### config.mk
export PLATFORM = sky130hd
export DESIGN_NAME = mbx_msg_channel
export DESIGN_NICKNAME = d
export VERILOG_FILES = /design/src/rtl/mbx_pkg.sv /design/src/rtl/mbx_slot.sv /design/src/rtl/mbx_hshake.sv /design/src/rtl/mbx_regif.sv /design/src/rtl/mbx_msg_channel.sv
export SDC_FILE = /design/constraint.sdc
export NUM_CORES = 1
export LEC_CHECK = 0
export ABC_AREA = 1
export BUFFER_PORTS_ARGS = -buffer_cell sky130_fd_sc_hd__buf_2
export CORE_AREA = 3 3 82 84
export CTS_CLUSTER_DIAMETER = 30
export DETAILED_ROUTE_END_ITERATION = 7
export DIE_AREA = 0 0 85 87
export SLEW_MARGIN = 0
export SYNTH_ARGS = -nofsm -noshare
export SYNTH_HDL_FRONTEND = slang
export SYNTH_SLANG_ARGS = --single-unit
### constraint.sdc
create_clock -name clk -period 1.2 [get_ports clk]
set_input_delay 0.12 -clock clk [delete_from_list [all_inputs] [get_ports clk]]
set_output_delay 0.12 -clock clk [all_outputs]
set_load 0.005 [all_outputs]
### src/rtl/mbx_pkg.sv
package mbx_pkg;
    typedef enum logic [1:0] {
        MB_IDLE = 2'd0,
        MB_PEND = 2'd1,
        MB_ACKD = 2'd2
    } mb_state_t;

    typedef struct packed {
        logic        is_stream;
        logic [31:0] word;
    } mb_msg_t;

    function automatic logic [15:0] upper_half(input mb_msg_t m);
        return m.is_stream ? m.word[31:16] : 16'h0000;
    endfunction
endpackage

### src/rtl/mbx_slot.sv
module mbx_slot #(
    parameter int HALF_W = 16
) (
    input  logic              clk,
    input  logic              rst,
    input  logic              load,
    input  logic              hold,
    input  mbx_pkg::mb_msg_t  msg_in,
    output logic [HALF_W-1:0] lo_q,
    output logic [HALF_W-1:0] hi_q
);
    import mbx_pkg::*;

    always_ff @(posedge clk) begin
        if (rst) begin
            lo_q <= '0;
            hi_q <= '0;
        end else if (load) begin
            lo_q <= msg_in.word[HALF_W-1:0];
            hi_q <= upper_half(msg_in);
        end
    end

    a_r8_hold_stable: assert property (@(posedge clk) disable iff (rst)
        hold |=> (!hold || ($stable(lo_q) && $stable(hi_q))));
endmodule

### src/rtl/mbx_hshake.sv
module mbx_hshake (
    input  logic                clk,
    input  logic                rst,
    input  logic                offer,
    input  logic                ack_we,
    input  logic                ack_val,
    output mbx_pkg::mb_state_t  state,
    output logic                take
);
    import mbx_pkg::*;

    mb_state_t nxt;

    assign take = offer && (state == MB_IDLE);

    always_comb begin
        nxt = state;
        unique case (state)
            MB_IDLE: if (offer)              nxt = MB_PEND;
            MB_PEND: if (ack_we && !ack_val) nxt = MB_ACKD;
            MB_ACKD: if (ack_we && ack_val)  nxt = MB_IDLE;
            default:                         nxt = MB_IDLE;
        endcase
    end

    always_ff @(posedge clk) begin
        if (rst) state <= MB_IDLE;
        else     state <= nxt;
    end

    a_r2_take_to_pend: assert property (@(posedge clk) disable iff (rst)
        take |=> (state == MB_PEND));
    a_r5_leave_pend_on_zero: assert property (@(posedge clk) disable iff (rst)
        (state == MB_PEND) && !(ack_we && !ack_val) |=> (state == MB_PEND));
    a_r7_stay_acked: assert property (@(posedge clk) disable iff (rst)
        (state == MB_ACKD) && !(ack_we && ack_val) |=> (state == MB_ACKD));
    a_r6_rearm_on_one: assert property (@(posedge clk) disable iff (rst)
        (state == MB_ACKD) && ack_we && ack_val |=> (state == MB_IDLE));
endmodule

### src/rtl/mbx_regif.sv
module mbx_regif #(
    parameter int              ADDR_W   = 20,
    parameter int              DATA_W   = 32,
    parameter int              HALF_W   = 16,
    parameter logic [ADDR_W-1:0] OFS_STAT = 20'hd0004,
    parameter logic [ADDR_W-1:0] OFS_ACK  = 20'hd0031,
    parameter logic [ADDR_W-1:0] OFS_LO   = 20'hd0032,
    parameter logic [ADDR_W-1:0] OFS_HI   = 20'hd0034
) (
    input  logic               bus_wr,
    input  logic [ADDR_W-1:0]  bus_addr,
    input  logic [DATA_W-1:0]  bus_wdata,
    input  mbx_pkg::mb_state_t state,
    input  logic [HALF_W-1:0]  lo_q,
    input  logic [HALF_W-1:0]  hi_q,
    output logic               ack_we,
    output logic               ack_val,
    output logic [DATA_W-1:0]  bus_rdata
);
    import mbx_pkg::*;

    localparam int PAD_W = DATA_W - HALF_W;

    logic idle_bit;
    logic arm_bit;

    assign ack_we   = bus_wr && (bus_addr == OFS_ACK);
    assign ack_val  = bus_wdata[0];
    assign idle_bit = (state != MB_PEND);
    assign arm_bit  = (state != MB_ACKD);

    always_comb begin
        bus_rdata = '0;
        if (bus_addr == OFS_STAT)    bus_rdata[0] = idle_bit;
        else if (bus_addr == OFS_ACK) bus_rdata[0] = arm_bit;
        else if (bus_addr == OFS_LO)  bus_rdata = {{PAD_W{1'b0}}, lo_q};
        else if (bus_addr == OFS_HI)  bus_rdata = {{PAD_W{1'b0}}, hi_q};
    end
endmodule

### src/rtl/mbx_msg_channel.sv
module mbx_msg_channel #(
    parameter int ADDR_W = 20,
    parameter int DATA_W = 32
) (
    input  logic              clk,
    input  logic              rst,
    input  logic              prod_valid,
    output logic              prod_ready,
    input  logic              prod_stream,
    input  logic [DATA_W-1:0] prod_word,
    input  logic              bus_wr,
    input  logic [ADDR_W-1:0] bus_addr,
    input  logic [DATA_W-1:0] bus_wdata,
    output logic [DATA_W-1:0] bus_rdata
);
    import mbx_pkg::*;

    localparam int HALF_W = DATA_W / 2;

    mb_state_t         state;
    logic              take;
    logic              ack_we;
    logic              ack_val;
    logic [HALF_W-1:0] lo_q;
    logic [HALF_W-1:0] hi_q;
    mb_msg_t           msg;

    always_comb begin
        msg           = '0;
        msg.is_stream = prod_stream;
        msg.word      = 32'(prod_word);
    end

    assign prod_ready = (state == MB_IDLE);

    mbx_hshake u_hs (
        .clk     (clk),
        .rst     (rst),
        .offer   (prod_valid),
        .ack_we  (ack_we),
        .ack_val (ack_val),
        .state   (state),
        .take    (take)
    );

    mbx_slot #(.HALF_W(HALF_W)) u_slot (
        .clk    (clk),
        .rst    (rst),
        .load   (take),
        .hold   (state == MB_PEND),
        .msg_in (msg),
        .lo_q   (lo_q),
        .hi_q   (hi_q)
    );

    mbx_regif #(.ADDR_W(ADDR_W), .DATA_W(DATA_W), .HALF_W(HALF_W)) u_reg (
        .bus_wr    (bus_wr),
        .bus_addr  (bus_addr),
        .bus_wdata (bus_wdata),
        .state     (state),
        .lo_q      (lo_q),
        .hi_q      (hi_q),
        .ack_we    (ack_we),
        .ack_val   (ack_val),
        .bus_rdata (bus_rdata)
    );

    a_r2_ready_drops: assert property (@(posedge clk) disable iff (rst)
        (prod_valid && prod_ready) |=> !prod_ready);
endmodule

# Yosys cells after proc, flatten, opt, wreduce, memory -nomap -nowiden
# Cells that the tools add are included.
# op_classes
n_mul	0
n_eq_ne	11
n_bitwise	0
add_sub_neg	0
n_lt_le_gt_ge	0
div_mod_pow	0
n_reduce_logical	7
shifts	0
mux	11
# ops
cell	n
$eq 20x20->1 const B	4
$mux 31	2
$mux 16	3
$mux 2	3
$ne 2x2->1 const B	3
$pmux 2 s3	1
$logic_and 1x1->1	4
$ne 2x1->1 const B	2
$reduce_and 3->1	1
$eq 2x1->1 const B	1
$eq 2x2->1 const B	1
$logic_not 2->1	1
$mux 1	2
$logic_not 1->1	1
# totals
elab_cells	32
regBits	34
output_inout_bits	33
latchBits	0
ramBits	0
memories	0
mem_bits_ro	0

# Longest topological paths before layout
# depth
word_depth	5
ltp_mapped	9
depth_no_buf	9

# Cells and area by module
# Synthesis repeated with hierarchy kept, for this count alone.
# unflattened
hier_cells	277
area_unflattened_um2	1968.1
# by_module_without_submodules
module	seq_area_each_um2	cells_per_inst	area_each_um2	instances
mbx_slot	640.6	141	1138.6	1
mbx_regif	0.0	118	716.9	1
mbx_hshake	40.0	15	98.8	1
mbx_msg_channel	0.0	3	13.8	1

# Worst setup path before layout
# Ideal clock, no wire load.
# synth_path
kind	in2out
from	in bus_addr[7]
to	out bus_rdata[10]
arrival_ns	0.986
cell_stages	7
path_slack_ns	0.094
path_cell_list	or2_1 > nor2_2 > nand2_4 > nor2_8 > buf_6 > nand3_1 > nand2_1
# synth_between
elab_chain_len	5
word_cells_on_any_way	8
classes_between	eq/ne (4); mux (4)
# synth_lines
element	line	text
start: declaration	mbx_msg_channel.sv:12	input logic [ADDR_W-1:0] bus_addr,
$eq 20x20->1	mbx_regif.sv:37	else if (bus_addr == OFS_HI) bus_rdata = {{PAD_W{1'b0}}, hi_q};
$mux 16	mbx_regif.sv:37	
$mux 16	mbx_regif.sv:36	else if (bus_addr == OFS_LO) bus_rdata = {{PAD_W{1'b0}}, lo_q};
$mux 31	mbx_regif.sv:35	else if (bus_addr == OFS_ACK) bus_rdata[0] = arm_bit;
$mux 31 *	mbx_regif.sv:34	if (bus_addr == OFS_STAT) bus_rdata[0] = idle_bit;
end: declaration	mbx_msg_channel.sv:14	output logic [DATA_W-1:0] bus_rdata
# Mark *: on every way between the ends. The rest lies on a longest branch, timed or not.

# Worst setup path in the final report
# layout_path
from	in bus_addr[7]
to	out bus_rdata[0]
# layout_between
elab_chain_len	5
word_cells_on_any_way	8
classes_between	eq/ne (4); mux (4)
# layout_lines
element	line
$eq 20x20->1	mbx_regif.sv:37
$mux 16	mbx_regif.sv:37
$mux 16	mbx_regif.sv:36
$mux 1	mbx_regif.sv:35
$mux 1 *	mbx_regif.sv:34
# Marked as above.

==> results by group <==
Critical path
  • Worst Path Max Fanout: 4
  • Startpoint Class: primary input
  • Crit. End Element: output pin
  • Worst EP required: 1.08 ns
  • CP arrival: 1.23 ns
  • Crit Path Class: in2out

Global route
  • Overall routing resource usage: 12.8%
  • Pin count of the biggest net entering global routing: 21
  • Vias in the first global route: 1687
  • Initial antenna violation count: 0
  • First-pass GRT wire length: 7.65 mm
  • Total congestion overflow: 0

Finish
  • Final Util: 42.3%
  • ANT cells: 0
  • Area Growth Syn to Fin: 40.6%
  • Share of layout cells above drive strength 1: 37.5%
  • Fin nets: 437
  • Finished Cell Area: 2530 sq um

STA
  • Setup ws final: -0.153 ns
  • Max-slew violation count: 0
  • RSZ-0062 raised after global routing: true
  • Final setup viols: 16
  • Final Skew: 0.00544 ns
  • Min Tclk post-route: 1.35 ns
  • Setup TNS: -1.90 ns
  • Final worst-path cycle share: 113%
  • Fin. Hold Viols: 0
  • Max Fclk: 739 MHz

Clock tree
  • Clock Path Buffers: 2
  • H-tree Lvls: 2
  • TritonCTS Buffers: 5
  • CTS tree: done
  • Clk_lat worst skew: 0.28 ns
  • Clock Sinks: 34
  • Clk slew on worst S/H paths: 0.06 ns
  • Root Buffer: clkbuf_8
  • CTS Hold Bufs: 0

Logic synthesis
  • Synth unique cells: 26
  • Post-Synthesis Cells: 263
  • Post-synth top area share: 37.8%
  • Synthesized flop and latch total: 34
  • Largest cells by area after synthesis: dfxtp_1 (38%), nand2_1 (13%), nand3_1 (8.9%)
  • Post-synthesis sequential area ratio: 37.8%
  • Top cell type by total area after synthesis: dfxtp_1
  • Post-Syn Area: 1800 sq um
  • Ys Warns: 0
  • Syn Area/Cell: 6.85 sq um

Floorplanning
  • Core area: 5990 sq um
  • Die width: 85 um
  • Die area: 7400 sq um
  • Die Y: 87 um
  • FP Rows: 28
  • IO Count: 122
  • Starting Density: 30.1%

Status
  • Status: finished, violations left
  • Violated checks: negative setup slack

Power and ir drop
  • Pwr dens: 1040 nW/um^2
  • Leak pwr: 1.24 nW
  • Peak supply drop: 0.439 mV
  • Total power: 2.64 mW

Routing
  • Post-DR wirelength/cell: 11.4 um
  • DRT iter0 DRCs: 65
  • WL final: 4.82 mm
  • ANT nets after route: 0
  • TritonRoute pass-1 iters: 4
  • Vias: 1847
  • # DRC: 0
  • Avg Vias per Cell: 4.36

Hold path
  • Hold crit path type: in2reg

Place
  • # port buffers: 74
  • DPL Wire Length: 3.74 mm
  • Placed inst area: 2300 sq um
  • Routability Congestion: 0.775

Flow run
  • MaxCap Viol Count: 0
[worst max-delay path, cell delays in order]
cell and delay [ns]:
buf_6 0.09, or2_4 0.25, nor2_4 0.11, nand2_4 0.09
buf_4 0.15, nor2_4 0.11, nand3b_1 0.12, nand2_1 0.05
nand2_1 0.05, buf_2 0.10
[cell type report]
type                            instances  area, sq um
Tap cell                               75         93.8
Fill cell                             639         3460
Clock buffer                            7         86.3
Inverter                               11         43.8
Timing Repair Buffer                   93          612
Sequential cell                        34          681
Multi-Input combinational cell        203         1010
Clock inverter                          1         5.00
[kinds of logic after synthesis]
family	count (synthesis)	synth area share, %
AO/OA/AOI/OAI	37	10.4
buffers and inverters	41	13.4
flip-flops	34	37.8
other	1	0.208
AND/OR/NAND/NOR	150	38.2
[worst paths after layout]
check / start / end / slack [ns] / cells past startpoint
setup / recovery: bus_addr[7] / bus_rdata[0] / -0.15 / 10
hold / removal: prod_word[6] / u_slot.lo_q[6]$_SDFFE_PP0P_ / 0.08 / 3
setup reg to reg: u_hs.state[1]$_SDFFE_PP0P_ / u_slot.hi_q[12]$_SDFFE_PP0P_ / 0.06 / 6
hold reg to reg: u_slot.hi_q[4]$_SDFFE_PP0P_ / u_slot.hi_q[4]$_SDFFE_PP0P_ / 0.47 / 2
[Yosys cell counts]
master    count
buf_6         2
buf_4        18
nand3_1      32
or2_1         1
nor3_1        1
nand2_1      63
o21ai_0      16
nor2_4        3
nor2_8        1
nor3_4        1
nor2_2        1
nand3b_1      1
nand3_2       1
dfxtp_1      34
conb_1        1
a211oi_1      1
nand2_4       1
buf_1         1
a21oi_1      20
nor2_1       42
inv_2         1
clkbuf_1      5
inv_1        10
nor3_2        1
nand2_2       1
buf_2         4
[routing by layer]
metal / wire [um] / GRT usage, %
met5: 0 / 0
met4: 30 / 3.02
met3: 345 / 3.78
met2: 2220 / 20.6
met1: 2230 / 16.8
[where the power goes]
group	total, mW	leakage (nW)	switching, mW	internal [mW]
Combinational	0.501	0.912	0.267	0.233
Clock	0.865	0.0482	0.402	0.463
Sequential	1.28	0.279	0.0538	1.23
Total	2.64	1.24	0.723	1.92
[state kept, by name, summed over array words and instances, names as in the netlist]
signal and flops:
u_hs.state 2, u_slot.hi_q 16, u_slot.lo_q 16
[what timing repair did]
item	4_1_cts	5_1_grt
setup buffers	0	3
endpoints found under the setup margin	36	41
resized for setup	10	24
pin swaps	3	6
[placed cells by master (no fill, tap or decap), types with 2 or more instances in the layout]
| master | count |
|---|---|
| inv_1 | 8 |
| a21oi_1 | 18 |
| nand3_2 | 6 |
| buf_6 | 7 |
| o21ai_1 | 4 |
| clkbuf_8 | 6 |
| conb_1 | 16 |
| nand2_1 | 57 |
| dfxtp_1 | 34 |
| buf_12 | 5 |
| o21ai_0 | 12 |
| nor2_1 | 39 |
| nor2_4 | 4 |
| buf_4 | 11 |
| nand2_2 | 7 |
| inv_2 | 2 |
| nand3_1 | 26 |
| buf_2 | 70 |
| a21oi_2 | 2 |
| nor2_2 | 3 |
[per-stage QoR]
stage	hold WS [ns]	instances	setup WS, ns
after floorplan	0.280	278	0.0942
after global placement	0.373	413	-0.176
after detailed placement	0.375	413	-0.182
after CTS	0.0775	421	-0.184
after global routing	0.101	424	-0.266
final	0.0787	424	-0.153
Power figures use the tool's default switching activity.
